### src/rtl/fnd_pkg.sv
package fnd_pkg;
  localparam int FRAC_W = 5;

  // trailing zero count of a nonzero numerator (0 for zero)
  function automatic logic [2:0] frac_shift(input logic [FRAC_W-1:0] f);
    logic [2:0] s;
    s = 3'd0;
    for (int i = FRAC_W - 1; i >= 0; i--) begin
      if (f[i]) s = 3'(i);
    end
    return s;
  endfunction

  // reduced numerator
  function automatic logic [FRAC_W-1:0] frac_num(input logic [FRAC_W-1:0] f);
    return f >> frac_shift(f);
  endfunction

  // reduced denominator: 32 >> shift
  function automatic logic [FRAC_W:0] frac_den(input logic [FRAC_W-1:0] f);
    return (FRAC_W+1)'(1 << FRAC_W) >> frac_shift(f);
  endfunction
endpackage

### src/rtl/fnd_accum.sv
module fnd_accum
  import fnd_pkg::*;
(
  input  logic              clk,
  input  logic              rst_n,
  input  logic              step,
  input  logic [FRAC_W-1:0] f_new,
  output logic              carry
);
  logic [FRAC_W-1:0] f_r;
  logic [FRAC_W-1:0] acc;
  logic [FRAC_W:0]   sum;
  logic [FRAC_W:0]   den;
  logic              restart;

  assign restart = (f_new == '0) || (f_new != f_r);
  assign sum     = {1'b0, acc} + {1'b0, frac_num(f_r)};
  assign den     = frac_den(f_r);

  always_ff @(posedge clk or negedge rst_n) begin
    if (!rst_n) begin
      f_r   <= '0;
      acc   <= '0;
      carry <= 1'b0;
    end else if (step) begin
      f_r <= f_new;
      if (restart) begin
        acc   <= '0;
        carry <= 1'b0;
      end else if (sum >= den) begin
        acc   <= FRAC_W'(sum - den);
        carry <= 1'b1;
      end else begin
        acc   <= FRAC_W'(sum);
        carry <= 1'b0;
      end
    end
  end

  assert_acc_range_R5: assert property (@(posedge clk) disable iff (!rst_n)
    (f_r != '0) |-> ({1'b0, acc} < frac_den(f_r)));

  assert_clear_on_change_R8: assert property (@(posedge clk) disable iff (!rst_n)
    (step && ((f_new == '0) || (f_new != f_r))) |=> (acc == '0 && !carry));
endmodule

### src/rtl/fnd_swallow.sv
module fnd_swallow #(
  parameter int M_W = 9,
  parameter int A_W = 5
) (
  input  logic           clk,
  input  logic           rst_n,
  input  logic [M_W-1:0] m_in,
  input  logic [A_W-1:0] a_in,
  input  logic           carry,
  output logic           mod_sel,
  output logic           boundary
);
  logic [M_W-1:0] cnt;
  logic [M_W-1:0] m_r;
  logic [A_W-1:0] a_r;
  logic [M_W:0]   a_eff;

  assign boundary = (cnt == m_r - 1'b1);
  assign a_eff    = (M_W+1)'(a_r) + (M_W+1)'(carry);
  assign mod_sel  = ({1'b0, cnt} < a_eff);

  always_ff @(posedge clk or negedge rst_n) begin
    if (!rst_n) begin
      cnt <= '0;
      m_r <= M_W'(1);
      a_r <= '0;
    end else if (boundary) begin
      cnt <= '0;
      m_r <= m_in;
      a_r <= a_in;
    end else begin
      cnt <= cnt + 1'b1;
    end
  end

  assert_sel_rise_at_start_R3: assert property (@(posedge clk) disable iff (!rst_n)
    $rose(mod_sel) |-> $past(boundary));

  assert_cnt_in_range_R2: assert property (@(posedge clk) disable iff (!rst_n)
    (m_r != '0) |-> (cnt < m_r));

  assert_wrap_R2: assert property (@(posedge clk) disable iff (!rst_n)
    boundary |=> (cnt == '0));
endmodule

### src/rtl/fnd_divider_ctrl.sv
module fnd_divider_ctrl
  import fnd_pkg::*;
#(
  parameter int PRE_MOD = 32,
  parameter int M_W     = 9,
  localparam int A_W    = $clog2(PRE_MOD)
) (
  input  logic              clk_pre,
  input  logic              rst_n,
  input  logic [M_W-1:0]    m_val,
  input  logic [A_W-1:0]    a_val,
  input  logic [FRAC_W-1:0] f_val,
  output logic              mod_sel,
  output logic              div_out,
  output logic              cfg_err
);
  logic cyc_end;
  logic frac_carry;

  fnd_accum u_accum (
    .clk   (clk_pre),
    .rst_n (rst_n),
    .step  (cyc_end),
    .f_new (f_val),
    .carry (frac_carry)
  );

  fnd_swallow #(.M_W(M_W), .A_W(A_W)) u_swallow (
    .clk      (clk_pre),
    .rst_n    (rst_n),
    .m_in     (m_val),
    .a_in     (a_val),
    .carry    (frac_carry),
    .mod_sel  (mod_sel),
    .boundary (cyc_end)
  );

  assign div_out = cyc_end;

  always_comb begin
    cfg_err = (m_val == '0) || (M_W'(a_val) > m_val) ||
              ((M_W'(a_val) == m_val) && (f_val != '0));
  end

  assert_carry_fits_R4: assert property (@(posedge clk_pre) disable iff (!rst_n)
    (cyc_end && !cfg_err) |=> !(frac_carry && (M_W'(a_val) == m_val) && $stable(a_val) && $stable(m_val)));
endmodule

### config.mk
export PLATFORM = sky130hd
export DESIGN_NAME = fnd_divider_ctrl
export DESIGN_NICKNAME = d
export VERILOG_FILES = /design/src/rtl/fnd_pkg.sv /design/src/rtl/fnd_accum.sv /design/src/rtl/fnd_swallow.sv /design/src/rtl/fnd_divider_ctrl.sv
export SDC_FILE = /design/constraint.sdc
export NUM_CORES = 1
export LEC_CHECK = 0
export BUFFER_PORTS_ARGS = -buffer_cell sky130_fd_sc_hd__buf_2
export CAP_MARGIN = 20
export CORE_ASPECT_RATIO = 1.1
export CORE_MARGIN = 2
export CORE_UTILIZATION = 56
export CTS_BUF_LIST = sky130_fd_sc_hd__clkbuf_8
export DETAILED_ROUTE_END_ITERATION = 6
export PLACE_DENSITY = 0.79
export SYNTH_ARGS = -nofsm -noshare
export SYNTH_HDL_FRONTEND = slang
export SYNTH_SLANG_ARGS = --single-unit
### constraint.sdc
create_clock -name clk_pre -period 3.7 [get_ports clk_pre]
set_clock_uncertainty 0.05 [all_clocks]
set_input_delay 0.555 -clock clk_pre [delete_from_list [all_inputs] [get_ports clk_pre]]
set_output_delay 0.555 -clock clk_pre [all_outputs]
set_load 0.005 [all_outputs]
# After elaboration in Yosys (flattened, before gate mapping)
# Index checks and enable logic that the tools add are counted.
# op_classes
addsub	5
n_mul	0
div	0
magnitude_cmp	3
n_eq_ne	3
shifts	2
mux	10
bitwise_logic	0
n_reduce_logical	7
# op_table
op	count
3-bit 2-to-1 mux	5
9-bit by 10-bit < comparator with 1-bit output	1
5-bit 2-to-1 mux	2
9-bit by 1-bit adder with 9-bit output, second input constant	1
5-bit by 9-bit equality test with 1-bit output	1
9-bit equality test	1
5-bit by 9-bit > comparator with 1-bit output	1
9-bit logical NOT	1
9-bit 2-to-1 mux	1
9-bit by 1-bit subtractor with 9-bit output, second input constant	1
5-bit by 1-bit adder with 6-bit output	1
5-bit by 5-bit adder with 6-bit output	1
6-bit greater-or-equal comparator	1
6-bit by 3-bit right shift with 6-bit output, first input constant	1
5-bit logical NOT	1
5-bit != test	1
5-bit nonzero test	1
5-bit by 3-bit right shift with 5-bit output	1
5-bit subtractor	1
1-bit logical OR	3
1-bit 2-to-1 mux	2
1-bit logical AND	1
# word_totals
ff_bits	34
latchBits	0
mem_bits_rw	0
mem_bits_ro	0
in_bits	21
elab_cells	36
mem_count	0

# Depth between registers and ports, before layout
# Gate-level depths: netlist of the first run.
# logic_depth
word_depth	10
ltp_mapped	18
ltp_nobuf	17

# Cells and area by module
# From an unflattened synthesis of the first run, not the netlist that was laid out.
# hier_totals
cells_unflattened	264
area_unflattened_um2	2585.0
# modules_own_cells
mod	n_inst	cells_each	area_each_um2
fnd_swallow	1	126	1418.9
fnd_accum	1	115	1008.5
fnd_divider_ctrl	1	23	157.7

# Worst setup path before layout of the first run
# No wires, ideal clock.
# synth_path
path_kind	reg-to-reg
start	reg u_accum.f_r[0]
end	reg u_accum.acc[3]
setup_time_ps	64
t_arrival_ps	3405
required_time_ps	3586
path_slack_ps	181
path_stages_with_launch	14
path_buffers	1
synth_period_minus_slack_ps	3519
cell_sequence	dfrtp_1 clkbuf_1 nor4_1 nand2b_1 ha_1 inv_1 fa_1 fa_1 nand2b_1 a21oi_1 o21ai_1 or3b_2 a21oi_1 mux2_4
# synth_via
elab_chain_cells	6
elab_cells_between_ends	10
classes_between	add/sub: 2; order compare: 1; eq/ne: 1; shift: 2; mux: 3; reduce/logical: 1
# synth_rtl
item	line_no	rtl
from (decl)	fnd_accum.sv:10	logic [FRAC_W-1:0] f_r;
from (signal assigned)	fnd_accum.sv:26	f_r <= f_new;
3-bit 2-to-1 mux	fnd_pkg.sv:9	if (f[i]) s = 3'(i);
5-bit by 3-bit right shift with 5-bit output	fnd_pkg.sv:16	return f >> frac_shift(f);
5-bit by 5-bit adder with 6-bit output	fnd_accum.sv:17	assign sum = {1'b0, acc} + {1'b0, frac_num(f_r)};
5-bit subtractor / 6-bit greater-or-equal comparator (equally long branches)	fnd_accum.sv:31, fnd_accum.sv:30	
5-bit 2-to-1 mux	fnd_accum.sv:30	end else if (sum >= den) begin
5-bit 2-to-1 mux (*)	fnd_accum.sv:27	if (restart) begin
to (signal assigned)	fnd_accum.sv:31	acc <= FRAC_W'(sum - den);
to (signal assigned)	fnd_accum.sv:34	acc <= FRAC_W'(sum);
to (decl)	fnd_accum.sv:11	logic [FRAC_W-1:0] acc;
# Mark *: on every way between the ends. The rest lies on a longest branch, timed or not.
# A chain may end at the register's enable or synchronous reset.

# Worst setup path after layout of the first run
# layout_path
start	reg u_accum.f_r[1]
end	reg u_accum.acc[1]
# layout_via
elab_chain_cells	7
elab_cells_between_ends	11
classes_between	add/sub: 2; order compare: 1; eq/ne: 1; shift: 2; mux: 4; reduce/logical: 1
# layout_rtl
item	line_no
3-bit 2-to-1 mux (2 in a row)	fnd_pkg.sv:9
5-bit by 3-bit right shift with 5-bit output	fnd_pkg.sv:16
5-bit by 5-bit adder with 6-bit output	fnd_accum.sv:17
5-bit subtractor / 6-bit greater-or-equal comparator (equally long branches)	fnd_accum.sv:31, fnd_accum.sv:30
5-bit 2-to-1 mux	fnd_accum.sv:30
5-bit 2-to-1 mux (*)	fnd_accum.sv:27
# Marks and branches as above.

==> flow_summary_export.csv, run 1 <==
group,metric,value,unit
synth,ys_seq_area_share,31.0,%
clocking,cts_tree,"yes",
clocking,hold_buffers,0,
sta,worstMarginPinSlew,0.774,ns
global_route,gr-usage-all-layers,22.9,%
setup_path,cp_cell_sequence,"inv_1, a21o_1, o22ai_2, inv_1, ha_1, a21o_1, a21oi_1, nor2b_1, o21ai_0, nand2b_1, ha_1, o21ai_0, nand2b_1, o21ai_1, buf_4, mux2_2, nor2_1, mux2_4",
clocking,clock_latency,0.29,ns
global_route,antenna_found_initial,0,
final_layout,drive_above_1_share,23.7,%
clocking,clk_pin_slew,0.07,ns
placed_design,dp_hpwl,4210,um
run,cap_violations,0,
global_route,grt_pass1_vias,2140,
sta,fin_setup_tns,0,ns
clocking,cts_buffers,5,
clocking,cts-resized-gates,0,
setup_path,r2r_end,"u_accum.acc[1]",
power,ir_worst_vdd,0.550,mV
synth,synth_top_area_share,30.0,%
drt,wl_met2,3020,um
drt,viasPerCell,5.66,
drt,detail-route-antenna-nets,0,
drt,route.vias.total,2011,
synth,synthCells,272,
synth,yosysTopAreaCell,"dfrtp_1",
setup_path,startpoint_type,"flip-flop",
setup_path,path_buf_inv,3,
drt,wl_met3,197,um
clocking,htree_levels,2,
sta,setup_viol,0,
global_route,grt_max_degree,35,
global_route,grt_pass1_wl,9910,um
sta,fin_crit,3.42,ns
sta,rsz0062_at_grt,"false",
floorplanning,die-width,70.8,um
sta,hold_viol_final,0,
floorplanning,dieArea,5490,um2
sta,fin_crit_sh,92.4,%
drt,top_layer,"met4",
setup_path,regToRegStartpoint,"u_accum.f_r[1]",
floorplanning,die_y,77.5,um
synth,synth_fp_nets,320,
min_path,min_path_type,"in2async",
final_layout,multiInputGateArea,1760,um2
clocking,clock-sinks,34,
final_layout,nets,346,
drt,wirelength,5650,um
drt,wire_per_inst,15.9,um
floorplanning,io_pins,24,
clocking,post-cts-setup-buffers,0,
synth,syn_area,2750,um2
setup_path,required,3.89,ns
synth,ys_warn_count,0,
sta,clock.fmax,0.292,GHz
floorplanning,row_count,26,
drt,drt-met1-wl,2340,um
setup_path,cp.arrival,3.61,ns
drt,route.detailed.drc,0,
power,power.leakage,1.51,nW
drt,dr.pass1.iters,4,
setup_path,ff2ff_path_depth,18,
synth,ys_types,45,
final_layout,seq_area,853,um2
synth,netlist_top_cells_count,"dfrtp_1 (33), ha_1 (25), mux2_4 (22)",
synth,synth-seq-cells,34,
synth,syn_avg_cell_area,10.1,um2
final_layout,antenna_cells,0,
setup_path,crit_fanout,6,
sta,maxSlewViolCount,0,
setup_path,critPathTopFamily,"compound AO/OA/AOI/OAI gates",
clocking,clockRootBuffer,"clkbuf_8",
placed_design,gp_congestion,0.806,
sta,slew_headroom,48.4,%
placed_design,port_buffers,23,
drt,dr.first_iter.drc_count,126,
status,status,"finished clean",
power,p_per_area,845,nW/um2
global_route,grt_overflow,0,
floorplanning,start_util,58.7,%
setup_path,cpPeakStageDelay,0.47,ns
synth,synth_area_leaders,"dfrtp_1 (30%), mux2_4 (12%), ha_1 (11%)",
setup_path,slowest_stage,"dfrtp_1",
synth,synth_edf_count,0,
sta,timing.hold.ws,0.279,ns
final_layout,syn_to_final_growth,9.05,%
synth,async_reset_ff_share,100,%
clocking,max-clock-path-buffers,2,
synth,synth_ff_type,"dfrtp_1",
synth,synth_most_common_cell,"dfrtp_1",
setup_path,crit_type,"reg2reg",
setup_path,critPathCaptureType,"flip-flop",
floorplanning,coreArea,4680,um2
setup_path,reg2reg_slack,0.28,ns
final_layout,n_fill_cell,384,
## cell families after synthesis
logic type / after synthesis / synth area share (%)
flops: 34 / 31.0
fa+ha+maj: 27 / 12.8
simple gates: 84 / 16.5
buf+inv: 28 / 5.60
other cells: 1 / 0.136
mux: 27 / 14.0
xor+xnor: 32 / 10.5
compound gates: 39 / 9.51
## flip-flops by register name, summed over array words and instances (netlist names)
register       count
u_swallow.m_r      9
u_swallow.a_r      5
u_accum.acc        5
u_swallow.cnt      9
u_accum.carry      1
u_accum.f_r        5
## through the flow
| stage | std cells | power, W | utilization (%) | setup WS (ns) | area (um2) |
|---|---|---|---|---|---|
| detailed placement | 347 | 0.00223 | 61.8 | 0.213 | 2890 |
| global route | 355 | 0.00278 | 64.0 | 0.00636 | 3000 |
| global placement | 347 | 0.00216 | 61.8 | 0.326 | 2890 |
| CTS | 355 | 0.00254 | 63.7 | 0.196 | 2990 |
| floorplan | 272 | 0.00190 | - | 0.181 | 2750 |
| finish | 355 | 0.00253 | 64.0 | 0.280 | 3000 |
## layout by cell type, fill, tap and decap left out, types with 3 or more instances in the layout
| cell | n |
|---|---|
| xor2_1 | 16 |
| nand2_1 | 11 |
| xnor2_1 | 15 |
| nor2b_1 | 5 |
| clkbuf_8 | 6 |
| inv_1 | 19 |
| dfrtp_1 | 32 |
| or4_1 | 3 |
| mux2_4 | 22 |
| nand2b_1 | 8 |
| nand3_1 | 12 |
| nor2_1 | 21 |
| nor4_1 | 5 |
| and2_1 | 6 |
| o21ai_0 | 8 |
| a21oi_1 | 11 |
| buf_2 | 23 |
| nand4_1 | 3 |
| a21o_1 | 7 |
| ha_1 | 25 |
| mux2_2 | 3 |
| buf_4 | 6 |
## worst reg2reg max path, cell delays in order, from the launching register on
cell	delay, ns
dfrtp_1	0.47
inv_1	0.08
a21o_1	0.20
o22ai_2	0.17
inv_1	0.07
ha_1	0.26
a21o_1	0.15
a21oi_1	0.22
nor2b_1	0.07
o21ai_0	0.16
nand2b_1	0.08
ha_1	0.28
o21ai_0	0.07
nand2b_1	0.13
o21ai_1	0.16
buf_4	0.18
mux2_2	0.33
nor2_1	0.10
mux2_4	0.15
## per-layer routing
| layer | up-vias | GRT usage (%) |
|---|---|---|
| met2 | 37 | 41.7 |
| met4 | 0 | 7.36 |
| met1 | 973 | 26.5 |
| met3 | 10 | 4.94 |
| met5 | - | 0 |
| li1 | 991 | - |
## how the worst max path moves through the flow
stage                    from             end  cells past startpoint
2_1_floorplan  u_accum.f_r[0]  u_accum.acc[3]                     13
3_3_place_gp   u_accum.f_r[0]  u_accum.acc[1]                     13
3_5_place_dp   u_accum.f_r[0]  u_accum.acc[1]                     13
4_1_cts        u_accum.f_r[0]  u_accum.acc[1]                     13
5_1_grt        u_accum.f_r[1]  u_accum.acc[2]                     18
6_report       u_accum.f_r[1]  u_accum.acc[1]                     18
## area by class of cell
type	instances	share of cell area, %
tap	56	2.34
inverter	18	2.25
timing repair buffer	29	5.34
multi-input combinational	210	58.6
clock buffer	6	2.75
sequential	34	28.5
clock inverter	2	0.292
## where the power goes
| group | internal [W] | switching (W) | leakage (nW) |
|---|---|---|---|
| combinational | 0.000774 | 0.000689 | 1.05 |
| sequential | 0.000529 | 0.000254 | 0.412 |
| clock | 0.000147 | 0.000140 | 0.0524 |
| total | 0.00145 | 0.00108 | 1.51 |
Note: power is estimated with default switching activity, not from simulation.
==> inputs of run 2 (changes only) <==
--- a/config.mk
+++ b/config.mk
@@ -6,7 +6,7 @@
 export NUM_CORES = 1
 export LEC_CHECK = 0
 export BUFFER_PORTS_ARGS = -buffer_cell sky130_fd_sc_hd__buf_2
-export CAP_MARGIN = 20
+export CAP_MARGIN = 5
 export CORE_ASPECT_RATIO = 1.1
 export CORE_MARGIN = 2
 export CORE_UTILIZATION = 56
==> constraint.sdc (replaced) <==
create_clock -name clk_pre -period 3.7 [get_ports clk_pre]
set_clock_uncertainty 0.05 [all_clocks]
set_input_delay 0.185 -clock clk_pre [delete_from_list [all_inputs] [get_ports clk_pre]]
set_output_delay 0.185 -clock clk_pre [all_outputs]
set_load 0.005 [all_outputs]
==> run 2 against run 1 <==
Against the previous run: global-route usage down 2.5 points; flip-flop and latch count unchanged; maximum frequency down 0.85%; critical path depth down 5; register-to-register slack worse by 0.03 ns; highest routed layer unchanged.
==> flow_summary_export.csv, run 2 (synthesis gave the netlist of run 1 again) <==
group,metric,value,unit
global_route,antenna_found_initial,0,
drt,route.detailed.drc,0,
drt,wirelength,5330,um
placed_design,placed_cells,346,
clocking,clockRootBuffer,"clkbuf_8",
setup_path,r2r_end,"u_accum.acc[1]",
global_route,grt_pass1_vias,1951,
clocking,cts_tree,"yes",
sta,slew_headroom,48.9,%
clocking,htree_levels,2,
sta,clock.fmax,0.290,GHz
drt,dr.pass1.iters,4,
clocking,clk_pin_slew,0.07,ns
run,cap_violations,0,
drt,viasPerCell,5.60,
setup_path,regToRegStartpoint,"u_accum.f_r[0]",
floorplanning,die_y,77.5,um
final_layout,nets,346,
final_layout,multiInputGateArea,1750,um2
floorplanning,die-width,70.8,um
final_layout,antenna_cells,0,
clocking,max-clock-path-buffers,2,
final_layout,final_cell_mix,"dfrtp_1 (31), ha_1 (25), buf_2 (23), mux2_4 (22), nor2_1 (21)",
setup_path,ff2ff_path_depth,13,
power,power.leakage,1.51,nW
min_path,min_path_type,"in2reg",
setup_path,crit_fanout,11,
power,p_sw,0.00107,W
final_layout,instances_no_fill,355,
placed_design,gp_congestion,0.802,
setup_path,required,3.82,ns
placed_design,port_buffers,23,
power,p_sw_share,42.5,%
status,status,"finished clean",
floorplanning,io_pins,24,
sta,fin_setup_tns,0,ns
placed_design,pre_cts_ws,0.139,ns
power,internal-power,0.00145,W
clocking,clock-sinks,34,
setup_path,cp.arrival,3.57,ns
setup_path,reg2reg_slack,0.25,ns
final_layout,n_fill_cell,382,
final_layout,reg.largest.list,"u_swallow.cnt: 9 flops, u_swallow.m_r: 9 flops",
setup_path,startpoint_type,"flip-flop",
final_layout,fin_util,64.0,%
drt,dr.first_iter.drc_count,90,
global_route,grt_overflow,0,
sta,worstMarginPinSlew,0.767,ns
clocking,cts_buffers,5,
min_path,min_from,"m_val[5]",
min_path,holdPathEnd,"u_swallow.m_r[5]",
final_layout,drive_above_1_share,23.7,%
min_path,holdPathStages,2,
sta,maxSlewViolCount,0,
drt,route.vias.total,1988,
floorplanning,row_count,26,
setup_path,startpoint,"u_accum.f_r[0]",
global_route,grt_pass1_wl,9040,um
sta,rsz0062_at_grt,"false",
final_layout,seq_area,855,um2
power,clock_power_share,11.2,%
setup_path,critPathCaptureType,"flip-flop",
final_layout,syn_to_final_growth,9.10,%
drt,wire_per_inst,15.0,um
sta,fin_crit_sh,93.2,%
sta,hold_viol_final,0,
placed_design,dp_hpwl,4110,um
setup_path,crit_type,"reg2reg",
clocking,post-cts-setup-buffers,0,
clocking,clock_latency,0.28,ns
power,p_comb_share,58.0,%
sta,setup_slack,0.251,ns
floorplanning,start_util,58.7,%
sta,fin_crit,3.45,ns
drt,detail-route-antenna-nets,0,
final_layout,final_common_cell,"dfrtp_1",
global_route,gr-usage-all-layers,20.5,%
sta,setup_viol,0,
floorplanning,coreArea,4680,um2
global_route,grt_max_degree,35,
power,ir_worst_vdd,0.584,mV
power,p_seq_share,30.8,%
floorplanning,dieArea,5490,um2
power,p_per_area,842,nW/um2
run 2: changes by cell type in the layout (fill, tap and decap cells not counted):
cell,change
buf_4,-1
dfrtp_1,-1
dfrtp_2,+1
dlygate4sd3_1,+1
nor4_1,+1
nor4_2,-1
o21ai_0,-1
o21ai_2,+1
run 2: area by class of cell:
type	count	share of cell area, %
well taps	56	2.34
clock buffers	6	2.75
multi-input cells	210	58.5
flip-flops and latches	34	28.5
repair buffers	29	5.42
inverters	18	2.25
clock inverters	2	0.292
run 2: repair_timing:
item	4_1_cts	5_1_grt
resized for setup	0	5
setup endpoints to repair	0	5
hold endpoints to repair	33	0
hold buffers	1	0
run 2: per-stage QoR:
stage | hold WS (ns) | power (W) | cell area, um2
final | 0.106 | 0.00253 | 3000
after global routing | 0.0908 | 0.00276 | 3000
after CTS | 0.0960 | 0.00252 | 2990
after detailed placement | 0.259 | 0.00223 | 2890
after global placement | 0.248 | 0.00216 | 2890
after floorplan | -0.161 | 0.00190 | 2750
run 2: power groups by stage:
stage               Clock, W  Sequential, W  Combinational (W)
floorplan                  0       0.000665            0.00124
global placement           0       0.000773            0.00138
detailed placement         0       0.000778            0.00145
CTS                 0.000293       0.000771            0.00146
global route        0.000308       0.000808            0.00165
finish              0.000283       0.000779            0.00146
run 2: how the worst max path moves through the flow:
| stage | to | slack (ns) | cells after the start |
|---|---|---|---|
| floorplan | u_accum.acc[3] | 0.18 | 13 |
| global placement | u_accum.acc[1] | 0.32 | 13 |
| detailed placement | u_accum.acc[1] | 0.14 | 17 |
| CTS | u_accum.acc[1] | 0.11 | 17 |
| global route | u_accum.acc[1] | 0.006 | 14 |
| finish | u_accum.acc[1] | 0.25 | 13 |
run 2: routing by layer:
metal	vias to the layer above	wire length [um]	GRT usage (%)
li1	997	-	-
met2	24	2860	37.5
met4	0	56	5.66
met5	-	0	0
met3	7	157	4.42
met1	960	2250	23.8
run 2: worst max-delay path, stage by stage (launching register included):
cell and delay, ns:
dfrtp_2 0.47, nor4_1 0.36, nand2b_1 0.10, ha_1 0.20
inv_1 0.06, fa_1 0.46, fa_1 0.47, nand2b_1 0.16
a21oi_1 0.21, o21ai_2 0.12, buf_4 0.16, mux2_2 0.21
nor2_1 0.04, mux2_4 0.27
==> inputs of run 3 (changes only) <==
--- a/config.mk
+++ b/config.mk
@@ -13,6 +13,7 @@
 export CTS_BUF_LIST = sky130_fd_sc_hd__clkbuf_8
 export DETAILED_ROUTE_END_ITERATION = 6
 export PLACE_DENSITY = 0.79
+export RECOVER_POWER = 25
 export SYNTH_ARGS = -nofsm -noshare
 export SYNTH_HDL_FRONTEND = slang
 export SYNTH_SLANG_ARGS = --single-unit
==> constraint.sdc (replaced) <==
create_clock -name clk_pre -period 3.7 [get_ports clk_pre]
set_clock_uncertainty 0.05 [all_clocks]
set_input_delay 0.185 -clock clk_pre [delete_from_list [all_inputs] [get_ports clk_pre]]
set_output_delay 0.185 -clock clk_pre [all_outputs]
set_load 0.05 [all_outputs]
==> run 3 against run 2 <==
Against the previous run: the flow now finishes with violations (capacitance limit, slew limit); core utilization rose by 0.48 points; global-route usage rose by 1.2 points; combinational power rose by 3%; via count fell by 0.25%; final cell count did not move; register-to-register slack got worse by 0.14 ns; critical path depth fell by 1; first-iteration DRC count rose by 5.6%; power rose by 2.8%; sequential share of layout area fell by 0.17 points; maximum frequency fell by 3.9%; flip-flop and latch count did not move; critical path type unchanged.
==> flow_summary_export.csv, run 3 (synthesis gave the netlist of run 1 again) <==
group,metric,value,unit
final_layout,final_common_cell,"dfrtp_1",
clocking,max-clock-path-buffers,2,
global_route,grt_pass1_wl,9490,um
sta,setup_slack,0.112,ns
sta,setup_viol,0,
placed_design,pre_cts_ws,0.164,ns
setup_path,startpoint_type,"flip-flop",
clocking,clockRootBuffer,"clkbuf_8",
sta,fin_setup_tns,0,ns
status,status,"finished, violations left",
clocking,cts_tree,"yes",
floorplanning,die_y,77.5,um
final_layout,final_cell_mix,"dfrtp_1 (30), ha_1 (25), mux2_4 (22), buf_2 (22), nor2_1 (21)",
final_layout,syn_to_final_growth,9.92,%
final_layout,fin_util,64.5,%
drt,route.detailed.drc,0,
min_path,min_path_type,"in2reg",
power,p_per_area,859,nW/um2
sta,fin_crit,3.59,ns
setup_path,crit_type,"reg2reg",
floorplanning,coreArea,4680,um2
floorplanning,dieArea,5490,um2
drt,dr.first_iter.drc_count,95,
power,power.leakage,1.51,nW
power,ir_worst_vdd,0.470,mV
setup_path,slowest_stage,"dfrtp_1",
setup_path,cpPeakStageDelay,0.47,ns
placed_design,gp_congestion,0.796,
global_route,grt_overflow,0,
setup_path,cp.arrival,3.77,ns
placed_design,port_buffers,23,
drt,drt-met1-wl,2220,um
drt,viasPerCell,5.59,
clocking,htree_levels,2,
global_route,antenna_found_initial,0,
sta,worstMarginPinSlew,1.82,ns
final_layout,reg.largest.list,"u_swallow.cnt: 9 flops, u_swallow.m_r: 9 flops",
floorplanning,die-width,70.8,um
setup_path,crit_fanout,6,
sta,slew_headroom,-21.6,%
sta,fin_crit_sh,97.0,%
drt,wl_met3,205,um
global_route,grt_pass1_vias,2077,
final_layout,antenna_cells,0,
drt,top_layer,"met4",
placed_design,dp_hpwl,4150,um
run,cap_violations,1,
drt,dr.pass1.iters,4,
sta,clock.fmax,0.279,GHz
sta,hold_viol_final,0,
drt,detail-route-antenna-nets,0,
status,violations,"capacitance limit, slew limit",
setup_path,required,3.88,ns
clocking,cts_buffers,5,
sta,maxSlewViolCount,35,
setup_path,critPathCaptureType,"flip-flop",
floorplanning,row_count,26,
final_layout,nets,346,
clocking,clock_latency,0.29,ns
final_layout,drive_above_1_share,24.4,%
drt,wirelength,5500,um
sta,timing.hold.ws,0.0876,ns
drt,route.vias.total,1983,
clocking,clk_pin_slew,0.08,ns
setup_path,cp_cell_sequence,"nor4_2, nand2b_1, ha_1, inv_1, fa_1, fa_1, nand2b_1, a21oi_1, o21ai_2, or3b_2, a21oi_1, mux2_4",
drt,wl_met2,2940,um
floorplanning,io_pins,24,
global_route,gr-usage-all-layers,21.7,%
clocking,post-cts-setup-buffers,0,
global_route,grt_max_degree,35,
floorplanning,start_util,58.7,%
clocking,clock-sinks,34,
final_layout,n_fill_cell,386,
drt,wire_per_inst,15.5,um
run 3: area by class of cell:
class	count	area (um2)	share of cell area, %
clock buffers	6	82.6	2.73
clock inverters	2	12.5	0.414
inverters	18	67.6	2.24
multi-input cells	210	1760	58.2
flip-flops and latches	34	856	28.3
well taps	56	70.1	2.32
repair buffers	29	174	5.75
run 3: final timing paths:
check	start	end	slack, ns	cells after the start
worst max-delay path	u_accum.f_r[3]	u_accum.acc[3]	0.11	12
worst min-delay path	m_val[5]	u_swallow.m_r[5]	0.09	2
max in group asynchronous	rst_n	u_accum.f_r[2]	1.55	2
worst max register to register	u_accum.f_r[3]	u_accum.acc[3]	0.11	12
worst min register to register	u_swallow.a_r[0]	u_swallow.a_r[0]	0.47	1
min in group asynchronous	rst_n	u_swallow.cnt[6]	0.87	2
run 3: metrics by stage:
stage | instances | cell area [um2] | total power (W)
3_3_place_gp | 346 | 2900 | 0.00220
6_report | 355 | 3020 | 0.00260
4_1_cts | 355 | 3000 | 0.00257
5_1_grt | 355 | 3020 | 0.00284
2_1_floorplan | 272 | 2750 | 0.00194
3_5_place_dp | 346 | 2900 | 0.00226
run 3: routing by layer:
metal | vias to the layer above | global-route usage, %
li1 | 999 | -
met1 | 943 | 25.4
met2 | 28 | 38.1
met3 | 13 | 5.32
met4 | 0 | 7.92
met5 | - | 0
run 3: timing repair:
item | 4_1_cts | 5_1_grt
resized for setup | 0 | 6
hold endpoints to repair | 33 | 0
hold buffers | 1 | 0
endpoints found under the setup margin | 0 | 3
run 3: worst max-delay path: cells and delay by family, from the launching register on:
kind | cells | cell delay [ns]
compound gates | 3 | 0.51
fa+ha+maj | 3 | 1.16
buf+inv | 1 | 0.07
flops | 1 | 0.47
mux | 1 | 0.16
simple gates | 4 | 1.12
run 3: power breakdown:
group | internal [W] | leakage [nW] | switching [W]
Sequential | 0.000531 | 0.410 | 0.000258
Clock | 0.000150 | 0.0472 | 0.000145
Combinational | 0.000779 | 1.05 | 0.000734
